## src/rtl/therm_seq.sv

```systemverilog
module therm_seq #(
  parameter int AW  = 32,
  parameter int DW  = 32,
  parameter int NPT = 4,
  parameter int MW  = 8,
  parameter int RW  = 12,
  parameter int PW  = 16,
  parameter int TW  = 16,
  parameter int UW  = 10
)(
  input  logic              clk,
  input  logic              rst_n,
  input  logic [UW-1:0]     cfg_unit,
  input  logic [UW-1:0]     cfg_round_ivl,
  input  logic [NPT-1:0]    cfg_pt_en,
  input  logic [1:0]        cfg_wr_ctl,
  input  logic [NPT*MW-1:0] cfg_mux_codes,
  input  logic [DW-1:0]     cfg_chan_val,
  input  logic [AW-1:0]     cfg_sel_addr,
  input  logic [AW-1:0]     cfg_chclr_addr,
  input  logic [AW-1:0]     cfg_chset_addr,
  input  logic [AW-1:0]     cfg_vld_addr,
  input  logic [AW-1:0]     cfg_dat_addr,
  input  logic [$clog2(DW)-1:0] cfg_vld_pos,
  input  logic              cfg_vld_hi,
  input  logic [$clog2(DW)-1:0] cfg_shift,
  input  logic [PW-1:0]     cfg_poll_ivl,
  input  logic [TW-1:0]     cfg_poll_limit,
  output logic              bus_req,
  output logic              bus_we,
  output logic [AW-1:0]     bus_addr,
  output logic [DW-1:0]     bus_wdata,
  input  logic [DW-1:0]     bus_rdata,
  input  logic              bus_ready,
  output logic [NPT*RW-1:0] meas,
  output logic              round_done,
  output logic              timeout_flag
);
  localparam int IW = (NPT > 1) ? $clog2(NPT) : 1;
  localparam int CW = UW + 8;

  typedef enum logic [2:0] {S_IDLE, S_SEL, S_CLR, S_SET, S_WAIT, S_RDV, S_RDD} st_t;

  st_t st, entry_st;
  logic [IW-1:0] cur, first_idx, next_idx;
  logic first_ok, next_ok;
  logic [CW-1:0] unit_cnt;
  logic [UW-1:0] ivl_cnt;
  logic [PW-1:0] wcnt;
  logic [TW-1:0] pcnt;
  logic [NPT*RW-1:0] meas_q;
  logic done_q, tmo_q;

  wire unit_wrap = ({1'b0, unit_cnt} + 1'b1) >= {1'b0, cfg_unit, 8'd0};
  wire due = (ivl_cnt >= cfg_round_ivl) ||
             (unit_wrap && (({1'b0, ivl_cnt} + 1'b1) >= {1'b0, cfg_round_ivl}));
  wire start = (st == S_IDLE) && due;

  wire xfer      = bus_req && bus_ready;
  wire vld_hit   = (bus_rdata[cfg_vld_pos] == cfg_vld_hi);
  wire same_addr = (cfg_vld_addr == cfg_dat_addr);
  wire [RW-1:0] sample = RW'(bus_rdata >> cfg_shift);
  wire [PW:0] wnext = {1'b0, wcnt} + 1'b1;
  wire [TW:0] pnext = {1'b0, pcnt} + 1'b1;
  wire give_up = (~&cfg_poll_limit) && (pnext >= {1'b0, cfg_poll_limit});
  wire rd_ok   = xfer && (st == S_RDV) && vld_hit;
  wire rd_miss = xfer && (st == S_RDV) && !vld_hit;
  wire store   = (rd_ok && same_addr) || (xfer && st == S_RDD);
  wire adv     = store || (rd_miss && give_up);

  always_comb begin
    first_ok = 1'b0;
    next_ok = 1'b0;
    first_idx = '0;
    next_idx = '0;
    for (int k = NPT - 1; k >= 0; k--) begin
      if (cfg_pt_en[k]) begin
        first_ok = 1'b1;
        first_idx = IW'(k);
      end
      if (cfg_pt_en[k] && k > int'(cur)) begin
        next_ok = 1'b1;
        next_idx = IW'(k);
      end
    end
  end

  always_comb begin
    if (cfg_wr_ctl[0])      entry_st = S_SEL;
    else if (cfg_wr_ctl[1]) entry_st = S_CLR;
    else                    entry_st = S_SET;
  end

  always_ff @(posedge clk or negedge rst_n) begin
    if (!rst_n) begin
      st <= S_IDLE;
      cur <= '0;
      unit_cnt <= '0;
      ivl_cnt <= '0;
      wcnt <= '0;
      pcnt <= '0;
      meas_q <= '0;
      done_q <= 1'b0;
      tmo_q <= 1'b0;
    end else begin
      done_q <= 1'b0;
      if (start) begin
        unit_cnt <= '0;
        ivl_cnt <= '0;
      end else begin
        unit_cnt <= unit_wrap ? '0 : unit_cnt + 1'b1;
        if (unit_wrap && ivl_cnt < cfg_round_ivl) ivl_cnt <= ivl_cnt + 1'b1;
      end
      if (store) meas_q[int'(cur)*RW +: RW] <= sample;
      if (rd_miss && give_up) tmo_q <= 1'b1;
      if (adv) begin
        if (next_ok) begin
          cur <= next_idx;
          st <= entry_st;
        end else begin
          st <= S_IDLE;
          done_q <= 1'b1;
        end
      end else begin
        case (st)
          S_IDLE: if (start) begin
            if (first_ok) begin
              cur <= first_idx;
              st <= entry_st;
            end else done_q <= 1'b1;
          end
          S_SEL: if (xfer) st <= cfg_wr_ctl[1] ? S_CLR : S_SET;
          S_CLR: if (xfer) st <= S_SET;
          S_SET: if (xfer) begin
            st <= S_WAIT;
            wcnt <= '0;
            pcnt <= '0;
          end
          S_WAIT: begin
            wcnt <= wcnt + 1'b1;
            if (wnext >= {1'b0, cfg_poll_ivl}) st <= S_RDV;
          end
          S_RDV: if (xfer) begin
            if (vld_hit) st <= S_RDD;
            else begin
              pcnt <= pcnt + 1'b1;
              wcnt <= '0;
              st <= S_WAIT;
            end
          end
          default: ;
        endcase
      end
    end
  end

  assign bus_req = (st == S_SEL) || (st == S_CLR) || (st == S_SET) ||
                   (st == S_RDV) || (st == S_RDD);
  assign bus_we  = (st == S_SEL) || (st == S_CLR) || (st == S_SET);

  always_comb begin
    bus_addr = '0;
    bus_wdata = '0;
    case (st)
      S_SEL: begin
        bus_addr = cfg_sel_addr;
        bus_wdata = DW'(cfg_mux_codes[int'(cur)*MW +: MW]);
      end
      S_CLR: begin
        bus_addr = cfg_chclr_addr;
        bus_wdata = cfg_chan_val;
      end
      S_SET: begin
        bus_addr = cfg_chset_addr;
        bus_wdata = cfg_chan_val;
      end
      S_RDV: bus_addr = cfg_vld_addr;
      S_RDD: bus_addr = cfg_dat_addr;
      default: ;
    endcase
  end

  assign meas = meas_q;
  assign round_done = done_q;
  assign timeout_flag = tmo_q;
endmodule

```

## config.mk

```make
export PLATFORM = sky130hd
export DESIGN_NAME = therm_seq
export DESIGN_NICKNAME = d
export VERILOG_FILES = /design/src/rtl/therm_seq.sv
export SDC_FILE = /design/constraint.sdc
export NUM_CORES = 1
export LEC_CHECK = 0
export CAP_MARGIN = 20
export CORE_AREA = 2 2 175 177
export CTS_CLUSTER_DIAMETER = 50
export DETAILED_ROUTE_END_ITERATION = 10
export DIE_AREA = 0 0 177 179
export GPL_TIMING_DRIVEN = 0
export PLACE_DENSITY = 0.75
export RECOVER_POWER = 25
export SLEW_MARGIN = 20
export SYNTH_ARGS = -nofsm -noshare
export SYNTH_HDL_FRONTEND = slang
export SYNTH_SLANG_ARGS = --single-unit
```

## constraint.sdc

```tcl
create_clock -name clk -period 5.9 [get_ports clk]
set_input_delay 1.475 -clock clk [delete_from_list [all_inputs] [get_ports clk]]
set_output_delay 1.475 -clock clk [all_outputs]
set_load 0.1 [all_outputs]
```

==> impl_metrics.toml, run 1 <==
[outcome]
status = "finished with violations"
violations = "capacitance limit, slew limit"

[detailed_routing]
wl_mm = 45.5
vias = 12157
first_pass_iters = 5
drc = 0
ant_nets = 0
wl_per_cell_um = 21.1
drt_iter0_drc = 952
drt-vias-per-instance = 5.63

[synthesis]
async_reset_ff_frac = 1.00
yosys_register_bits = 115
syn_avg_cell_area_um2 = 8.84
synth.net_count = 1685
synth-edff-count = 0
synthFlopType = "dfrtp_1"
synth_warnings = 0
syn_area_um2 = 11400
ys_seq_area_frac = 0.253
ys_types = 72
syn_inst = 1284

[critical_path]
critPathMaxFanout = 10
critical_path_class = "reg2out"
required_ns = 4.43
startpoint_type = "flop"
reg2reg_from = "pcnt[0]"
cp.arrival_ns = 4.25
regToRegSetupSlack_ns = 1.46
worstReg2RegEnd = "pcnt[0]"
reg2reg_depth = 16
cp-end-kind = "output pin"

[finish]
final_cell_mix = "437 x clkdlybuf4s50_1, 133 x nand2_1, 115 x dfrtp_1, 84 x mux2i_1, 83 x inv_1"
fin_nets = 2144
drive_above_1_share = 0.0803
area_growth_syn_to_layout_pct = 48.4
regArea_um2 = 2880
final_common_cell = "clkdlybuf4s50_1"
fill_cells = 2715
multi_input_area_um2 = 7830

[floorplanning]
start_util = 0.378
coreArea_um2 = 30000
rows = 64
ioPinCount = 444
die-width_um = 177
die_h_um = 179
dieArea_um2 = 31700

[grt]
grtUsageTotal = 0.274
grt_pass1_vias = 11715
gr-total-overflow = 0
grt_pass1_wl_mm = 66.2
antenna_found_initial = 13
grt_max_degree = 63

[hold_path]
min_to = "unit_cnt[0]"
min_path_cells = 1
hp-start = "unit_cnt[0]"
min_path_type = "reg2reg"

[timing]
max_freq_mhz = 175
period_needed_ns = 5.73
drv_slew = 118
worst_slew_pin_slew_ns = 3.09
period_share = 0.971
setup_viol = 0
clock_skew_ns = 0.0136
timing.final.ws_setup_ns = 0.171
finalHoldViolations = 0
grt_setup_unrepaired = "no"
slew_headroom = -1.06
setup_tns_ns = 0

[clock_network]
cts_made_buffers = 17
clk_pin_slew_worst_paths_ns = 0.06
clock-sinks = 115
post-cts-setup-buffers = 0
ctsResizeCount = 0
clk-insertion-delay-late_ns = 0.42
max-clock-path-buffers = 2
cts_hold_buf = 0
cts_tree = "done"
htree_levels = 4
cts_root_buf = "clkbuf_16"

[placed_design]
post-dp-hpwl_mm = 37.7
gp_congestion = 0.960
post-place-ws_ns = 0.497
portBuffers = 439

[power]
leakage_nw = 7.41
p_per_area_nw_per_um2 = 488
peakVddDrop_mv = 0.531

[run]
maxCapViolations = 2
## flip-flops by register name, summed over array words and instances, names as in the netlist
signal        count
meas             48
unit_cnt         18
pcnt             16
wcnt             16
ivl_cnt          10
st                3
cur               2
round_done        1
timeout_flag      1
## worst max-delay path by stage
stage / startpoint / to
2_1_floorplan: cfg_vld_addr[13] / bus_addr[13]
3_3_place_gp: rst_n / pcnt[4]
3_5_place_dp: cfg_mux_codes[0] / bus_wdata[0]
4_1_cts: cur[0] / bus_wdata[7]
5_1_grt: cur[0] / bus_wdata[7]
6_report: st[2] / bus_addr[19]
## cells in the mapped netlist (5+ instances only)
| cell | instances | share of area |
|---|---|---|
| nand2_1 | 133 | 0.044 |
| dfrtp_1 | 115 | 0.25 |
| mux2i_1 | 84 | 0.074 |
| inv_1 | 83 | 0.027 |
| nor2_1 | 77 | 0.025 |
| ha_1 | 73 | 0.080 |
| o21ai_0 | 60 | 0.026 |
| xnor2_1 | 58 | 0.045 |
| clkbuf_1 | 46 | 0.015 |
| nand3_1 | 37 | 0.016 |
| mux4_2 | 36 | 0.071 |
| a21oi_1 | 35 | 0.015 |
| and2_1 | 34 | 0.019 |
| xor2_1 | 34 | 0.026 |
| mux2_2 | 33 | 0.033 |
| a221o_1 | 31 | 0.027 |
| a21o_1 | 27 | 0.018 |
| nand4_1 | 25 | 0.014 |
| nor2b_1 | 21 | 0.012 |
| a22o_1 | 19 | 0.015 |
| nor3_1 | 19 | 0.0084 |
| o31ai_1 | 17 | 0.011 |
| and3_1 | 15 | 0.0083 |
| nor4_1 | 13 | 0.0072 |
| a31oi_1 | 12 | 0.0066 |
| buf_2 | 12 | 0.0053 |
| nand2b_1 | 12 | 0.0066 |
| a211oi_1 | 9 | 0.0059 |
| o21a_1 | 9 | 0.0059 |
| o22ai_1 | 8 | 0.0044 |
| or3_1 | 7 | 0.0039 |
| buf_1 | 6 | 0.0020 |
| nand3b_1 | 6 | 0.0040 |
| a41o_1 | 5 | 0.0044 |
| buf_6 | 5 | 0.0050 |
## worst max-delay path: stages (launching register included)
cell	delay (ns)
dfrtp_1	0.37
clkbuf_1	0.22
nor2b_1	0.59
and2_1	0.22
clkbuf_1	0.33
clkbuf_1	0.57
a221o_1	0.36
clkdlybuf4s50_1	1.17
## cells by family (layout without fill, tap and decap cells)
kind of cell	after synthesis	after routing	share of synthesized area
XOR/XNOR	92	92	0.0710
other	0	6	0
AO/OA/AOI/OAI	280	280	0.180
buffers and inverters	156	628	0.0572
AND/OR/NAND/NOR	413	413	0.178
multiplexers	155	155	0.180
adder cells (fa/ha/maj)	73	73	0.0804
flip-flops	115	115	0.253
## power breakdown
group          total (W)  internal (W)  leakage [nW]  switching, W
clock network    0.00107      0.000634         0.290      0.000436
registers        0.00122       0.00101          1.55      0.000210
logic            0.00593       0.00169          5.56       0.00425
## final cells by class
type	count	area share
Clock buffer	17	0.0253
Timing Repair Buffer	440	0.260
Sequential cell	115	0.171
Tap cell	396	0.0294
Inverter	84	0.0187
Buffer	72	0.0198
Antenna cell	6	0.000891
Clock inverter	15	0.0100
Multi-Input combinational cell	1013	0.465
## metal layers
layer / global-route usage / wire length (um) / vias to the layer above
li1: - / - / 5627
met1: 0.361 / 18700 / 5801
met2: 0.440 / 21000 / 639
met3: 0.0787 / 4860 / 76
met4: 0.0733 / 873 / 14
met5: 0 / 125 / -
## stage by stage
step	cells	utilization	instance area, um2	hold slack [ns]	power (W)
6_report	2158	0.561	16800	0.476	0.00823
5_1_grt	2155	0.561	16800	0.497	0.00857
3_5_place_dp	2120	0.542	16300	0.468	0.00712
4_1_cts	2152	0.562	16900	0.480	0.00821
3_3_place_gp	2119	0.541	16200	0.462	0.00706
2_1_floorplan	1284	-	11400	0.448	0.00548
No activity file was read; power rests on OpenSTA's default activity.
==> inputs of run 2 (changes only) <==
Settings changed: REMOVE_ABC_BUFFERS set to 1.
==> impl_metrics.toml, run 2 (same netlist as run 1, synthesis figures left out) <==
[timing]
period_needed_ns = 5.58
period_share = 0.946
grt_setup_unrepaired = "no"
finalHoldViolations = 0
worst_slew_pin_slew_ns = 2.92
max_freq_mhz = 179
drv_slew = 118
slew_headroom = -0.946
setup_viol = 0
clock_skew_ns = 0.0140

[placed_design]
post-dp-hpwl_mm = 33.4
place_area_um2 = 16100
portBuffers = 443
gp_congestion = 0.922

[floorplanning]
ioPinCount = 444
dieArea_um2 = 31700
die-width_um = 177
rows = 64
start_util = 0.378
coreArea_um2 = 30000
die_h_um = 179

[critical_path]
reg2reg_depth = 15
slowest_delay_ns = 1.16
critical_path_class = "reg2out"
startpoint_type = "flop"
critPathMaxFanout = 35
regToRegSetupSlack_ns = 1.09
cp.arrival_ns = 4.11
required_ns = 4.43
worstReg2RegEnd = "pcnt[0]"
cp-end-kind = "output pin"
reg2reg_from = "pcnt[0]"
cp_slowest_cell = "clkdlybuf4s50_1"
crit_chain = "buf_12, nor2b_4, and2_2, a221o_1, clkdlybuf4s50_1"

[power]
p_per_area_nw_per_um2 = 489
leakage_nw = 7.34
peakVddDrop_mv = 0.551

[finish]
final_cell_area_um2 = 16700
final_common_cell = "clkdlybuf4s50_1"
multi_input_area_um2 = 7850
finish.utilization = 0.556
fill_cells = 2664
fin_nets = 2080
regArea_um2 = 2880
area_growth_syn_to_layout_pct = 47.1
drive_above_1_share = 0.0780
final_cell_mix = "440 x clkdlybuf4s50_1, 133 x nand2_1, 113 x dfrtp_1, 84 x mux2i_1, 83 x inv_1"
largest_reg_flops = 48

[clock_network]
ctsResizeCount = 1
cts_tree = "done"
clk_pin_slew_worst_paths_ns = 0.07
max-clock-path-buffers = 2
clk-insertion-delay-late_ns = 0.41
cts_root_buf = "clkbuf_16"
cts_hold_buf = 0
htree_levels = 4
post-cts-setup-buffers = 0
clock-sinks = 115
cts_made_buffers = 17

[run]
maxCapViolations = 2

[outcome]
violations = "capacitance limit, slew limit"
status = "finished with violations"

[detailed_routing]
drt_iter0_drc = 662
drc = 0
first_pass_iters = 5
wl_mm = 41.3
drt-vias-per-instance = 5.53
vias = 11558
wl_per_cell_um = 19.8
ant_nets = 0

[grt]
grt_pass1_vias = 11147
antenna_found_initial = 8
grtUsageTotal = 0.249
gr-total-overflow = 0
grt_max_degree = 63
grt_pass1_wl_mm = 61.3

[hold_path]
min_path_type = "reg2reg"
min_to = "meas[33]"
min_path_cells = 1
hp-start = "meas[33]"
-- run 2: how the worst max path moves through the flow --
stage,slack [ns],from,endpoint
2_1_floorplan,0.57,st[2],bus_addr[13]
6_report,0.32,st[2],bus_addr[10]
3_5_place_dp,0.09,cfg_vld_pos[1],pcnt[0]
4_1_cts,0.24,st[2],bus_addr[10]
3_3_place_gp,-1.60,st[2],bus_addr[10]
5_1_grt,0.14,rst_n,cur[0]
-- run 2: metal layers --
layer / track usage / part of all wire / vias up
met5: 0 / 0.0020 / -
met4: 0.0461 / 0.010 / 14
met3: 0.0685 / 0.087 / 51
met2: 0.406 / 0.47 / 478
met1: 0.331 / 0.43 / 5528
li1: - / - / 5487
-- run 2: worst max-delay path, delay by kind of cell, from the launching register on --
| family | cells | cell delay [ns] |
|---|---|---|
| DFF | 1 | 0.64 |
| and+or+nand+nor | 2 | 1.27 |
| AOI/OAI and AO/OA | 1 | 0.34 |
| buffers and inverters | 2 | 1.41 |
-- run 2: stage by stage --
stage / std cells / setup TNS [ns] / hold slack, ns / total power, W / setup slack [ns]
final: 2089 / 0 / 0.475 / 0.00816 / 0.317
after global routing: 2089 / 0 / 0.500 / 0.00853 / 0.136
after CTS: 2088 / 0 / 0.481 / 0.00818 / 0.237
after detailed placement: 2056 / 0 / 0.467 / 0.00701 / 0.0925
after global placement: 2051 / -211.38 / 0.448 / 0.00691 / -1.60
after floorplan: 1212 / 0 / 0.448 / 0.00538 / 0.575
-- run 2: report_power, final --
part | switching (W) | total [W] | internal, W
Combinational | 0.00401 | 0.00567 | 0.00166
Clock | 0.000423 | 0.00114 | 0.000721
Sequential | 0.000335 | 0.00135 | 0.00101
Total | 0.00476 | 0.00816 | 0.00340
-- run 2: final cells by class --
cell class,instances,share of cell area
clock buffers,17,0.0255
inverters,84,0.0189
flip-flops and latches,115,0.173
well taps,396,0.0297
multi-input cells,1013,0.470
clock inverters,15,0.0131
diodes,1,0.000150
repair buffers,448,0.270
==> inputs of run 3 (changes only) <==
Settings changed: CORE_AREA 2 2 175 177 to 2 2 172 174, DIE_AREA 0 0 177 179 to 0 0 174 176, PLACE_DENSITY 0.75 to 0.78.
Clock period 5.9 ns to 6.4 ns, I/O delays scaled along.
==> impl_metrics.toml, run 3 (same netlist as run 1, synthesis figures left out) <==
[timing]
max_freq_mhz = 172
setup_viol = 0
slew_headroom = -0.984
period_needed_ns = 5.81
worst_slew_pin_slew_ns = 2.98
finalHoldViolations = 0
grt_setup_unrepaired = "no"
clock_skew_ns = 0.0182
period_share = 0.908
timing.final.ws_setup_ns = 0.588
drv_slew = 118

[run]
maxCapViolations = 2

[floorplanning]
ioPinCount = 444
coreArea_um2 = 28500
start_util = 0.398
rows = 62
dieArea_um2 = 30600
die_h_um = 176
die-width_um = 174

[grt]
grtUsageTotal = 0.263
grt_pass1_vias = 11381
antenna_found_initial = 2
gr-total-overflow = 0
grt_pass1_wl_mm = 63.2
grt_max_degree = 65

[critical_path]
regToRegSetupSlack_ns = 1.43
reg2reg_depth = 15
reg2reg_from = "pcnt[0]"
crit_chain = "buf_12, nor2b_4, and2_2, a221o_1, clkdlybuf4s50_1"
slowest_delay_ns = 1.16
critPathMaxFanout = 39
path_delay_family = "buffers and inverters"
worstReg2RegEnd = "pcnt[0]"
cp.arrival_ns = 4.21
cp-end-kind = "output pin"
critical_path_class = "reg2out"
cp_slowest_cell = "clkdlybuf4s50_1"
critPathBufInv = 2
required_ns = 4.80
startpoint_type = "flop"

[clock_network]
cts_tree = "done"
cts_hold_buf = 0
cts_root_buf = "clkbuf_16"
htree_levels = 4
clk_pin_slew_worst_paths_ns = 0.06
ctsResizeCount = 0
clk-insertion-delay-late_ns = 0.43
clock-sinks = 115
post-cts-setup-buffers = 0
cts_made_buffers = 17
max-clock-path-buffers = 2

[placed_design]
post-place-ws_ns = 0.475
portBuffers = 443
placedCellCount = 2044
gp_congestion = 0.912
post-dp-hpwl_mm = 33.5

[outcome]
status = "finished with violations"
violations = "capacitance limit, slew limit"

[power]
peakVddDrop_mv = 0.338
leakage_nw = 7.31
p_per_area_nw_per_um2 = 447

[hold_path]
min_to = "timeout_flag"
min_path_type = "reg2reg"
hp-start = "timeout_flag"
min_path_cells = 1

[detailed_routing]
first_pass_iters = 5
wl_mm = 42.1
wl_per_cell_um = 20.3
drc = 0
ant_nets = 0
vias = 11743
drt_iter0_drc = 868
drt-vias-per-instance = 5.65

[finish]
layout.cells.non_filler = 2077
fill_cells = 2463
final_common_cell = "clkdlybuf4s50_1"
fin_nets = 2080
area_growth_syn_to_layout_pct = 46.4
final_cell_mix = "440 x clkdlybuf4s50_1, 133 x nand2_1, 113 x dfrtp_1, 84 x mux2i_1, 83 x inv_1"
largest_reg_flops = 48
drive_above_1_share = 0.0780
run 3: cell types whose count changed in the layout (fill, tap and decap cells not counted), sizes merged:
cell    delta
bufinv     -4
clkinv     +2
inv        +2
run 3: stage by stage:
stage	setup TNS (ns)	util	hold slack [ns]	instance area (um2)	power, W
after global placement	-153.97	0.558	0.450	15900	0.00638
after detailed placement	0	0.563	0.448	16100	0.00646
after global routing	0	0.582	0.473	16600	0.00773
final	0	0.582	0.458	16600	0.00743
after floorplan	0	-	0.448	11000	0.00496
after CTS	0	0.583	0.467	16700	0.00743
run 3: worst max-delay path by stage:
stage | startpoint | end | depth (start not counted) | slack (ns)
6_report | st[2] | bus_addr[14] | 5 | 0.59
5_1_grt | st[2] | bus_addr[14] | 5 | 0.45
4_1_cts | st[2] | bus_addr[14] | 5 | 0.55
3_5_place_dp | cfg_vld_pos[1] | pcnt[0] | 10 | 0.48
3_3_place_gp | st[2] | bus_addr[10] | 4 | -1.40
2_1_floorplan | st[2] | bus_addr[13] | 2 | 0.95
run 3: cell type report:
class | instances | area (um2) | area share
multi-input combinational | 1013 | 7850 | 0.472
timing repair buffer | 448 | 4510 | 0.271
sequential | 115 | 2880 | 0.173
tap | 384 | 480 | 0.0289
clock buffer | 17 | 425 | 0.0256
inverter | 84 | 315 | 0.0190
clock inverter | 15 | 161 | 0.00971
antenna | 1 | 2.50 | 0.000151
run 3: routing by layer:
metal | wire length, um | part of all wire | GRT usage
met4 | 783 | 0.019 | 0.0651
met3 | 3140 | 0.075 | 0.0523
met1 | 18200 | 0.43 | 0.355
met2 | 19900 | 0.47 | 0.433
met5 | 15 | 0.00036 | 0
run 3: where the power goes:
part / total, W / internal (W) / switching (W)
Combinational: 0.00522 / 0.00153 / 0.00369
Clock: 0.000946 / 0.000521 / 0.000425
Sequential: 0.00126 / 0.000933 / 0.000327
Total: 0.00743 / 0.00298 / 0.00444
